--- config.mk ---
export PLATFORM = sky130hd
export DESIGN_NAME = flash_sector_xlat
export DESIGN_NICKNAME = d
export VERILOG_FILES = /design/src/rtl/fsat_pkg.sv /design/src/rtl/fsat_regfile.sv /design/src/rtl/fsat_sector_calc.sv /design/src/rtl/fsat_erase_calc.sv /design/src/rtl/flash_sector_xlat.sv
export SDC_FILE = /design/constraint.sdc
export NUM_CORES = 1
export LEC_CHECK = 0
export ABC_AREA = 1
export BUFFER_PORTS_ARGS = -buffer_cell sky130_fd_sc_hd__buf_2
export CORE_MARGIN = 1.5
export CORE_UTILIZATION = 29
export CTS_CLUSTER_DIAMETER = 60
export CTS_CLUSTER_SIZE = 12
export DETAILED_ROUTE_END_ITERATION = 10
export HOLD_SLACK_MARGIN = 0.02
export SLEW_MARGIN = 20
export SYNTH_ARGS = -nofsm -noshare
export SYNTH_HDL_FRONTEND = slang
export SYNTH_SLANG_ARGS = --single-unit
export TNS_END_PERCENT = 50
--- constraint.sdc ---
create_clock -name clk -period 2.5 [get_ports clk]
set_clock_uncertainty 0.05 [all_clocks]
set_input_delay 0.25 -clock clk [delete_from_list [all_inputs] [get_ports clk]]
set_output_delay 0.25 -clock clk [all_outputs]
set_load 0.05 [all_outputs]
--- src/rtl/fsat_pkg.sv ---
package fsat_pkg;

    localparam int SLOT_CNT = 8;
    localparam int REG_W    = 16;
    localparam int BLK_W    = 16;
    localparam int PAGE_IDX_W = 6;
    localparam int SUB_W    = 2;
    localparam int SEC_W    = BLK_W + PAGE_IDX_W + SUB_W;
    localparam int CNT_W    = 3;
    localparam int BUFA_W   = 4;
    localparam int ERASE_SPAN = 1 << (PAGE_IDX_W + SUB_W);

    localparam logic [REG_W-1:0] OFS_SLOT_BASE = 16'hF100;
    localparam logic [REG_W-1:0] OFS_XFER      = 16'hF200;

    typedef enum logic [2:0] {
        SLOT_SRC_BLK  = 3'd0,
        SLOT_DST_BLK  = 3'd2,
        SLOT_DST_PAGE = 3'd3,
        SLOT_SRC_PAGE = 3'd7
    } slot_role_e;

    typedef struct packed {
        logic [BUFA_W-1:0] buf_addr;
        logic [CNT_W-1:0]  count;
    } xfer_cfg_t;

    typedef struct packed {
        logic             use_data;
        logic             index;
        logic [SUB_W-1:0] sub;
    } buf_sel_t;

    typedef logic [SLOT_CNT-1:0][REG_W-1:0] slot_bank_t;

    function automatic logic [BLK_W-1:0] density_mask_of(logic [31:0] id);
        logic [BLK_W-1:0] one;
        one = BLK_W'(1);
        return id[11] ? (one << (6 + int'(id[14:12]))) : '0;
    endfunction

    function automatic int unsigned total_secs_of(logic [31:0] id);
        return 32'd1 << (15 + int'(id[14:12]));
    endfunction

    function automatic logic [BLK_W-1:0] fold_block(logic [REG_W-1:0] b,
                                                    logic [BLK_W-1:0] m);
        return {4'b0, b[11:0]} | (b[15] ? m : '0);
    endfunction

    function automatic logic [CNT_W-1:0] decode_count(logic [1:0] f);
        return (f == 2'd0) ? 3'd4 : {1'b0, f};
    endfunction

    function automatic logic [REG_W-1:0] xfer_readback(xfer_cfg_t c);
        logic [CNT_W-1:0] less_one;
        less_one = c.count - 3'd1;
        return {4'b0, c.buf_addr, 8'b0} | {14'b0, less_one[1], 1'b0};
    endfunction

    function automatic buf_sel_t split_buf(logic [BUFA_W-1:0] a);
        buf_sel_t s;
        s.use_data = a[3];
        s.index    = a[2];
        s.sub      = a[1:0];
        return s;
    endfunction

endpackage

--- src/rtl/fsat_regfile.sv ---
module fsat_regfile
    import fsat_pkg::*;
(
    input  logic             clk,
    input  logic             rst,
    input  logic             reg_we,
    input  logic [REG_W-1:0] reg_addr,
    input  logic [REG_W-1:0] reg_wdata,
    output logic [REG_W-1:0] reg_rdata,
    output slot_bank_t       slots,
    output xfer_cfg_t        cfg
);

    localparam logic [REG_W-4:0] SLOT_PAGE_TAG = OFS_SLOT_BASE[REG_W-1:3];

    logic [REG_W-1:0] slot_q [SLOT_CNT];
    logic             in_slot_window;
    logic             at_xfer;

    assign in_slot_window = (reg_addr[REG_W-1:3] == SLOT_PAGE_TAG);
    assign at_xfer        = (reg_addr == OFS_XFER);

    for (genvar i = 0; i < SLOT_CNT; i++) begin : g_slot
        logic hit;
        assign hit = reg_we && in_slot_window && (reg_addr[2:0] == 3'(i));

        always_ff @(posedge clk) begin
            if (rst)
                slot_q[i] <= '0;
            else if (hit)
                slot_q[i] <= reg_wdata;
        end

        assign slots[i] = slot_q[i];
    end

    always_ff @(posedge clk) begin
        if (rst) begin
            cfg.buf_addr <= '0;
            cfg.count    <= 3'd1;
        end else if (reg_we && at_xfer) begin
            cfg.buf_addr <= reg_wdata[11:8];
            cfg.count    <= decode_count(reg_wdata[1:0]);
        end
    end

    always_comb begin
        reg_rdata = '0;
        if (in_slot_window)
            reg_rdata = slot_q[reg_addr[2:0]];
        else if (at_xfer)
            reg_rdata = xfer_readback(cfg);
    end

    // a slot write is visible in the next cycle
    a_r2_slot_write: assert property (@(posedge clk) disable iff (rst)
        (reg_we && in_slot_window) |=> (slots[$past(reg_addr[2:0])] == $past(reg_wdata)))
        else $error("a_r2_slot_write");

    // a zero count field stores four sectors
    a_r7_zero_means_four: assert property (@(posedge clk) disable iff (rst)
        (reg_we && at_xfer && reg_wdata[1:0] == 2'd0) |=> (cfg.count == 3'd4))
        else $error("a_r7_zero_means_four");

    // the stored count is always between 1 and 4
    a_r7_count_legal: assert property (@(posedge clk) disable iff (rst)
        (cfg.count != 3'd0) && (cfg.count <= 3'd4))
        else $error("a_r7_count_legal");

    // writes outside the map leave all state unchanged
    a_r11_unmapped_stable: assert property (@(posedge clk) disable iff (rst)
        (reg_we && !in_slot_window && !at_xfer) |=> ($stable(slots) && $stable(cfg)))
        else $error("a_r11_unmapped_stable");

endmodule

--- src/rtl/fsat_sector_calc.sv ---
module fsat_sector_calc
    import fsat_pkg::*;
#(
    parameter logic [BLK_W-1:0] DENSITY_MASK = '0,
    parameter int unsigned      TOTAL_SECS   = 32'd65536
) (
    input  logic             clk,
    input  logic             rst,
    input  logic [REG_W-1:0] blk_reg,
    input  logic [REG_W-1:0] page_reg,
    input  logic [CNT_W-1:0] count,
    output logic [SEC_W-1:0] sector,
    output logic             in_range
);

    localparam logic [SEC_W+1:0] LIMIT = (SEC_W+2)'(TOTAL_SECS);

    logic [BLK_W-1:0] blk_eff;
    logic [SEC_W-1:0] row;
    logic [SEC_W+1:0] end_excl;
    logic             unused_bits;

    assign unused_bits = ^{page_reg[15:8], blk_reg[14:12]};

    assign blk_eff  = fold_block(blk_reg, DENSITY_MASK);
    assign row      = (SEC_W'(blk_eff) << PAGE_IDX_W) + SEC_W'(page_reg[7:2]);
    assign sector   = (row << SUB_W) + SEC_W'(page_reg[1:0]);
    assign end_excl = (SEC_W+2)'(sector) + (SEC_W+2)'(count);
    assign in_range = (end_excl <= LIMIT);

    // the low sector bits follow the page register
    a_r3_low_bits: assert property (@(posedge clk) disable iff (rst)
        sector[1:0] == page_reg[1:0])
        else $error("a_r3_low_bits");

    // a valid transfer starts inside the device
    a_r10_start_inside: assert property (@(posedge clk) disable iff (rst)
        in_range |-> ((SEC_W+2)'(sector) < LIMIT))
        else $error("a_r10_start_inside");

endmodule

--- src/rtl/fsat_erase_calc.sv ---
module fsat_erase_calc
    import fsat_pkg::*;
#(
    parameter logic [BLK_W-1:0] DENSITY_MASK = '0,
    parameter int unsigned      TOTAL_SECS   = 32'd65536
) (
    input  logic             clk,
    input  logic             rst,
    input  logic [REG_W-1:0] blk_reg,
    output logic [SEC_W-1:0] base,
    output logic             in_range
);

    localparam logic [SEC_W+1:0] LIMIT = (SEC_W+2)'(TOTAL_SECS);
    localparam logic [SEC_W+1:0] SPAN  = (SEC_W+2)'(ERASE_SPAN);

    logic [BLK_W-1:0] blk_eff;
    logic             unused_bits;

    assign unused_bits = ^blk_reg[14:12];
    assign blk_eff     = fold_block(blk_reg, DENSITY_MASK);
    assign base        = {blk_eff, {(PAGE_IDX_W + SUB_W){1'b0}}};
    assign in_range    = ((SEC_W+2)'(base) + SPAN) <= LIMIT;

    // the erase base's low block-select bits track the block register
    a_r6_base_tracks_block: assert property (@(posedge clk) disable iff (rst)
        base[19:8] == (blk_reg[11:0] | (blk_reg[15] ? DENSITY_MASK[11:0] : 12'd0)))
        else $error("a_r6_base_tracks_block");

    // a valid erase starts inside the device
    a_r10_erase_inside: assert property (@(posedge clk) disable iff (rst)
        in_range |-> ((SEC_W+2)'(base) < LIMIT))
        else $error("a_r10_erase_inside");

endmodule

--- src/rtl/flash_sector_xlat.sv ---
module flash_sector_xlat
    import fsat_pkg::*;
#(
    parameter logic [31:0]      DEVICE_ID    = 32'h0000_1800,
    parameter logic [BLK_W-1:0] DENSITY_MASK = density_mask_of(DEVICE_ID)
) (
    input  logic        clk,
    input  logic        rst,
    input  logic        reg_we,
    input  logic [15:0] reg_addr,
    input  logic [15:0] reg_wdata,
    output logic [15:0] reg_rdata,
    output logic [23:0] src_sector,
    output logic        src_valid,
    output logic [23:0] dst_sector,
    output logic        dst_valid,
    output logic [23:0] erase_sector,
    output logic        erase_valid,
    output logic        buf_use_data,
    output logic        buf_index,
    output logic [1:0]  buf_sub_sector,
    output logic [2:0]  sector_count
);

    localparam int unsigned TOTAL_SECS = total_secs_of(DEVICE_ID);

    slot_bank_t       slots;
    xfer_cfg_t        cfg;
    buf_sel_t         bsel;
    logic [SEC_W-1:0] path_sec [2];
    logic             path_ok  [2];
    logic             unused_slots;

    assign unused_slots = ^{slots[1], slots[4], slots[5], slots[6]};

    fsat_regfile u_regs (
        .clk       (clk),
        .rst       (rst),
        .reg_we    (reg_we),
        .reg_addr  (reg_addr),
        .reg_wdata (reg_wdata),
        .reg_rdata (reg_rdata),
        .slots     (slots),
        .cfg       (cfg)
    );

    for (genvar p = 0; p < 2; p++) begin : g_path
        localparam slot_role_e BLK_SLOT  = (p == 0) ? SLOT_SRC_BLK  : SLOT_DST_BLK;
        localparam slot_role_e PAGE_SLOT = (p == 0) ? SLOT_SRC_PAGE : SLOT_DST_PAGE;

        fsat_sector_calc #(
            .DENSITY_MASK (DENSITY_MASK),
            .TOTAL_SECS   (TOTAL_SECS)
        ) u_calc (
            .clk      (clk),
            .rst      (rst),
            .blk_reg  (slots[BLK_SLOT]),
            .page_reg (slots[PAGE_SLOT]),
            .count    (cfg.count),
            .sector   (path_sec[p]),
            .in_range (path_ok[p])
        );
    end

    fsat_erase_calc #(
        .DENSITY_MASK (DENSITY_MASK),
        .TOTAL_SECS   (TOTAL_SECS)
    ) u_erase (
        .clk      (clk),
        .rst      (rst),
        .blk_reg  (slots[SLOT_SRC_BLK]),
        .base     (erase_sector),
        .in_range (erase_valid)
    );

    assign src_sector = path_sec[0];
    assign src_valid  = path_ok[0];
    assign dst_sector = path_sec[1];
    assign dst_valid  = path_ok[1];

    assign bsel           = split_buf(cfg.buf_addr);
    assign buf_use_data   = bsel.use_data;
    assign buf_index      = bsel.index;
    assign buf_sub_sector = bsel.sub;
    assign sector_count   = cfg.count;

    // source and erase use the same block, so the source sits inside the erase unit
    a_r6_src_in_erase_unit: assert property (@(posedge clk) disable iff (rst)
        src_sector[23:8] == erase_sector[23:8])
        else $error("a_r6_src_in_erase_unit");

endmodule

# Word-level counts from Yosys, hierarchy flattened
# Memories as Yosys holds them, arrays and structs flattened.
# Index checks and enable logic that the tools add are counted.
dict set report totals {
  reg_bits 7
  mem_bits_rw 128
  output_inout_bits 98
  word_cells 85
  mem_count 1
}
dict set report op_classes {
  addsub 8
  n_lt_le_gt_ge 3
  n_eq_ne 9
  n_mux 39
  bitwise_logic 11
  n_reduce_logical 12
}
# memory depth width rd rd_ports_with_merged_regs write_ports line_no
set memory_table {}
lappend memory_table {u_regs.slot_q 8 16 5 0 8 fsat_regfile.sv:16} ;# logic [REG_W-1:0] slot_q [SLOT_CNT];
# operator n
set op_table {}
lappend op_table {{$mux 16} 10}
lappend op_table {{$add 24x3->25} 2}
lappend op_table {{$le 25x17->1 const B} 2}
lappend op_table {{$add 24x2->24} 2}
lappend op_table {{$add 22x6->22} 2}
lappend op_table {{$le 26x17->1 const B} 1}
lappend op_table {{$mux 1} 26}
lappend op_table {{$add 24x9->25 const B} 1}
lappend op_table {{$eq 16x16->1 const B} 1}
lappend op_table {{$mux 8} 2}
lappend op_table {{$or 12x16->16} 1}
lappend op_table {{$eq 13x13->1 const B} 1}
lappend op_table {{$eq 3x3->1 const B} 4}
lappend op_table {{$or 12x2->12} 1}
lappend op_table {{$or 12x8->12} 1}
lappend op_table {{$logic_and 1x1->1} 10}
lappend op_table {{$or 1x1->1} 8}
lappend op_table {{$eq 3x2->1 const B} 2}
lappend op_table {{$eq 3x1->1 const B} 1}
lappend op_table {{$logic_not 3->1} 1}
lappend op_table {{$mux 3} 1}
lappend op_table {{$logic_not 2->1} 1}
lappend op_table {{$sub 2x1->2 const B} 1}

# Logic depth before layout (Yosys ltp)
dict set report logic_depth {
  word_depth 7
  mapped_depth 14
  ltp_nobuf 14
}

# Modules after synthesis
# A second synthesis with hierarchy kept.
dict set report unflattened {
  hier_cells 1004
  area_unflattened_um2 8608.3
}
# module n_inst cells_per_inst area_per_inst_um2 seq_area_each_um2
set modules_own_cells {}
lappend modules_own_cells {fsat_regfile 1 656 6720.2 3983.8}
lappend modules_own_cells {fsat_sector_calc 2 158 839.6 0.0}
lappend modules_own_cells {fsat_erase_calc 1 32 209.0 0.0}

# Worst setup path after synthesis
# Ideal clock, no wire load.
dict set report synth_timing {
  kind {reg2out}
  startpoint {register, netlist name u_regs.cfg[0]}
  endpoint {output port dst_valid}
  t_arrival_ps 2685
  path_slack_ps -485
  stages_incl_launch_ff 12
  n_path_buf 0
  path_cell_list {dfxtp_1 ha_1 fa_1 nor2_1 nand2_1 inv_1 nand3_1 nor2_1 nand2_1 nor2_1 nand3_1 a21oi_1}
}
dict set report synth_between {
  elab_chain_cells 2
}
# element line_no
set synth_lines {}
lappend synth_lines {{$add 24x3->25} fsat_sector_calc.sv:28} ;# assign end_excl = (SEC_W+2)'(sector) + (SEC_W+2)'(count);
lappend synth_lines {{$le 25x17->1} fsat_sector_calc.sv:29} ;# assign in_range = (end_excl <= LIMIT);
lappend synth_lines {{end, declared} flash_sector_xlat.sv:16} ;# output logic dst_valid,
# Every way passes these cells.

==> metrics.txt <==
Reg2Reg Capture Point=u_regs.cfg[1]$_SDFFE_PP0P_; Die H=165 um; Syn Inst Count=873; die area=0.0271 mm2; Reg2Reg Depth=3; WP data arrival=2.52 ns; violated checks=setup timing; initial antenna violation count=0; CP dominant cell by count=nand2_1; clock power share=43.5%; Synth area leaders=edfxtp_1 51%, nor2_1 10%, nand2_1 7.5%, buf_4 7.0%, nand3_1 3.5%; Crit path required time=2.20 ns; fin nets=1028; remaining antenna violation count after routing=0; Final Cycle Share=113%; area of the multi-input gates=0.00280 mm2; via count=6355; CP Buf/Inv Count=1; worst reg-to-reg setup slack=1.50 ns; crit path time final=2.82 ns; Hold Fails Final Rpt=0; Clock transition at path regs=0.06 ns; Hold Crit Depth=3; Post-Place Worst Slack=-0.159 ns; Seq pwr share=44.1%; 1st-iter DRT viols=449; first-pass GRT wire length=33400 um; Layout fillers=2607; Seq cells post-synth=135; CP Cell Sequence=ha_2 > fa_2 > or2_4 > nor2_2 > nand2_1 > nor2_1 > nand2_1 > nor2_2 > nand2_1 > nor2_1 > nand3_1 > nand2_2 > buf_8; synth unique cells=40; reg2reg start=u_regs.cfg[1]$_SDFFE_PP0P_; number of clock sinks=135; gr usage total=16.7%; Worst path max stage delay=0.41 ns; Final WS setup=-0.317 ns; final instance count without filler cells=1328; internal power component=4420 uW; Yosys top cell by area=edfxtp_1; cell row count=58; largest net degree at the start of global routing=28; switching pwr=1560 uW; Starting Density=29.8%; IO Count=133; leakage dissipation=0.00390 uW; Seq/Total Area, Yosys=52.6%; Post-Place Cells=1292; RSZ-0062 raised after global routing=yes; P&R area growth vs syn=20.9%; first drt pass iteration count=5; element type at the critical path end=output port; FF/Latch Area=0.00399 mm2; yosys warns=0; startpoint types=flip-flop; overflow left after global routing=0; port bufs=112; Syn Area/Cell=8.68 um2; vias in the first global route=5870; Final Max Slew Viols=0; TritonCTS clock tree=yes; post-synth top area share=50.7%; average wire per standard cell=16.8 um; drt total wl=22300 um; Final Wtd Congestion=0.848; Die Span X=165 um; Crit Path Category=flip-flop to output port; switching share of power=26.1%; Hold Path Sink=u_regs.cfg[5]$_SDFFE_PP0P_; Worst Path Max Fanout=2; setup TNS=-0.612 ns; # diodes=0; layout cells sized above 1=22.7%; H-tree levels=4; hold path start=reg_wdata[10]; logic gate share of total power=12.3%; Max Cap Violations=0; peak supply drop=0.000483 V; Root Driver=clkbuf_16; Worst Hold Class=input port to flip-flop; highest clock rate=0.355 GHz; final setup vio count=2; cell family with most CP delay=simple AND/OR/NAND/NOR gates; Skew-Pair Late Insertion Delay=0.42 ns; Power Density=653 mW/mm2; vias per cell=4.79; mapped cell area=0.00758 mm2; Slowest-stage cell, CP=fa_2; CTS Buf Count=17; Power Total=5980 uW; core area=0.0254 mm2; commonest non-fill, non-tap cells in the layout=201 x nor2_1, 147 x nand2_1, 128 x edfxtp_1; run status=finished, violations left; commonest non-fill, non-tap cell in the layout=nor2_1; Residual DRC=0; maximum clock path buffer count=2; Detail Placement HPWL=16400 um
area by class of cell:
cell class,instances,area share (%)
repair buffers,170,11.5
flip-flops and latches,135,43.6
clock inverters,14,1.99
clock buffers,18,4.69
well taps,330,4.51
multi-input cells,583,30.5
inverters,78,3.20
Yosys cell counts:
library cell / n
inv_2: 1
dfxtp_1: 7
nor3b_1: 1
ha_1: 6
nor2_1: 206
buf_4: 71
nand4_4: 1
edfxtp_1: 128
clkbuf_1: 9
or2_2: 2
a22oi_1: 11
buf_2: 13
buf_1: 2
clkinv_1: 8
a21o_1: 1
o21a_1: 1
and2_1: 2
and3_1: 7
conb_1: 1
nand4_1: 15
nand3_1: 53
nand3b_1: 3
xor2_1: 1
o211ai_1: 1
a41oi_1: 1
nand3_2: 1
nand2_1: 151
nor2_2: 3
nor3_1: 3
o21ai_0: 31
nor4_1: 1
nor2_4: 2
a21oi_1: 10
o2111ai_1: 4
inv_1: 69
a221oi_1: 3
fa_1: 2
nand2_2: 2
o22ai_1: 38
buf_6: 1
cells by family after synthesis:
kind of cell	share of synthesized area [%]
xor gates and xnor gates	0.116
and+or+nand+nor	25.1
other	0.0495
buffers and inverters	12.5
AOI/OAI and AO/OA	8.16
DFF	52.6
adders and majority gates	1.52
metal layers:
metal | part of all wire [%] | global-route usage [%]
met5 | 0 | 0
met1 | 42 | 21.3
met3 | 6.6 | 3.69
met4 | 2.1 | 5.69
met2 | 49 | 27.8
power by group through the flow:
stage / logic [uW] / registers (uW) / clock network [uW]
2_1_floorplan: 566 / 2670 / 0
3_3_place_gp: 724 / 2680 / 0
3_5_place_dp: 726 / 2690 / 0
4_1_cts: 736 / 2640 / 2630
5_1_grt: 799 / 2650 / 2720
6_report: 737 / 2640 / 2610
registers in the layout (all words and copies together), names as in the netlist:
| register | count |
|---|---|
| u_regs.cfg | 7 |
| u_regs.slot_q | 128 |
repair_timing:
item,in CTS,in global routing
pin swaps,8,12
setup buffers,2,1
hold buffers,1,0
endpoints found under the setup margin,2,2
endpoints found under the hold margin,1,0
resized for setup,10,13
per-stage QoR:
stage / hold slack (ns) / area [um2] / utilization, %
3_3_place_gp: 0.404 / 8430 / 33.2
2_1_floorplan: 0.269 / 7660 / -
6_report: 0.213 / 9160 / 36.1
3_5_place_dp: 0.397 / 8430 / 33.2
5_1_grt: 0.225 / 9160 / 36.1
4_1_cts: 0.205 / 9090 / 35.8
tightest hold or removal path: stages:
cell and delay [ns]:
buf_2 0.10, clkinv_1 0.19, a21oi_1 0.10
worst max-delay path by stage:
stage / startpoint / endpoint / slack [ns] / depth (start not counted)
global route: u_regs.slot_q[7][0]$_SDFFCE_PN0P_ / src_valid / -0.47 / 13
finish: u_regs.slot_q[7][0]$_SDFFCE_PN0P_ / src_valid / -0.32 / 13
floorplan: u_regs.cfg[2]$_SDFFE_PP0P_ / dst_valid / -0.004 / 10
global placement: u_regs.slot_q[7][0]$_SDFFCE_PN0P_ / src_valid / -0.12 / 13
detailed placement: u_regs.slot_q[7][0]$_SDFFCE_PN0P_ / src_valid / -0.16 / 13
CTS: u_regs.slot_q[7][0]$_SDFFCE_PN0P_ / src_valid / -0.39 / 13
Note: power is estimated with default switching activity, not from simulation.
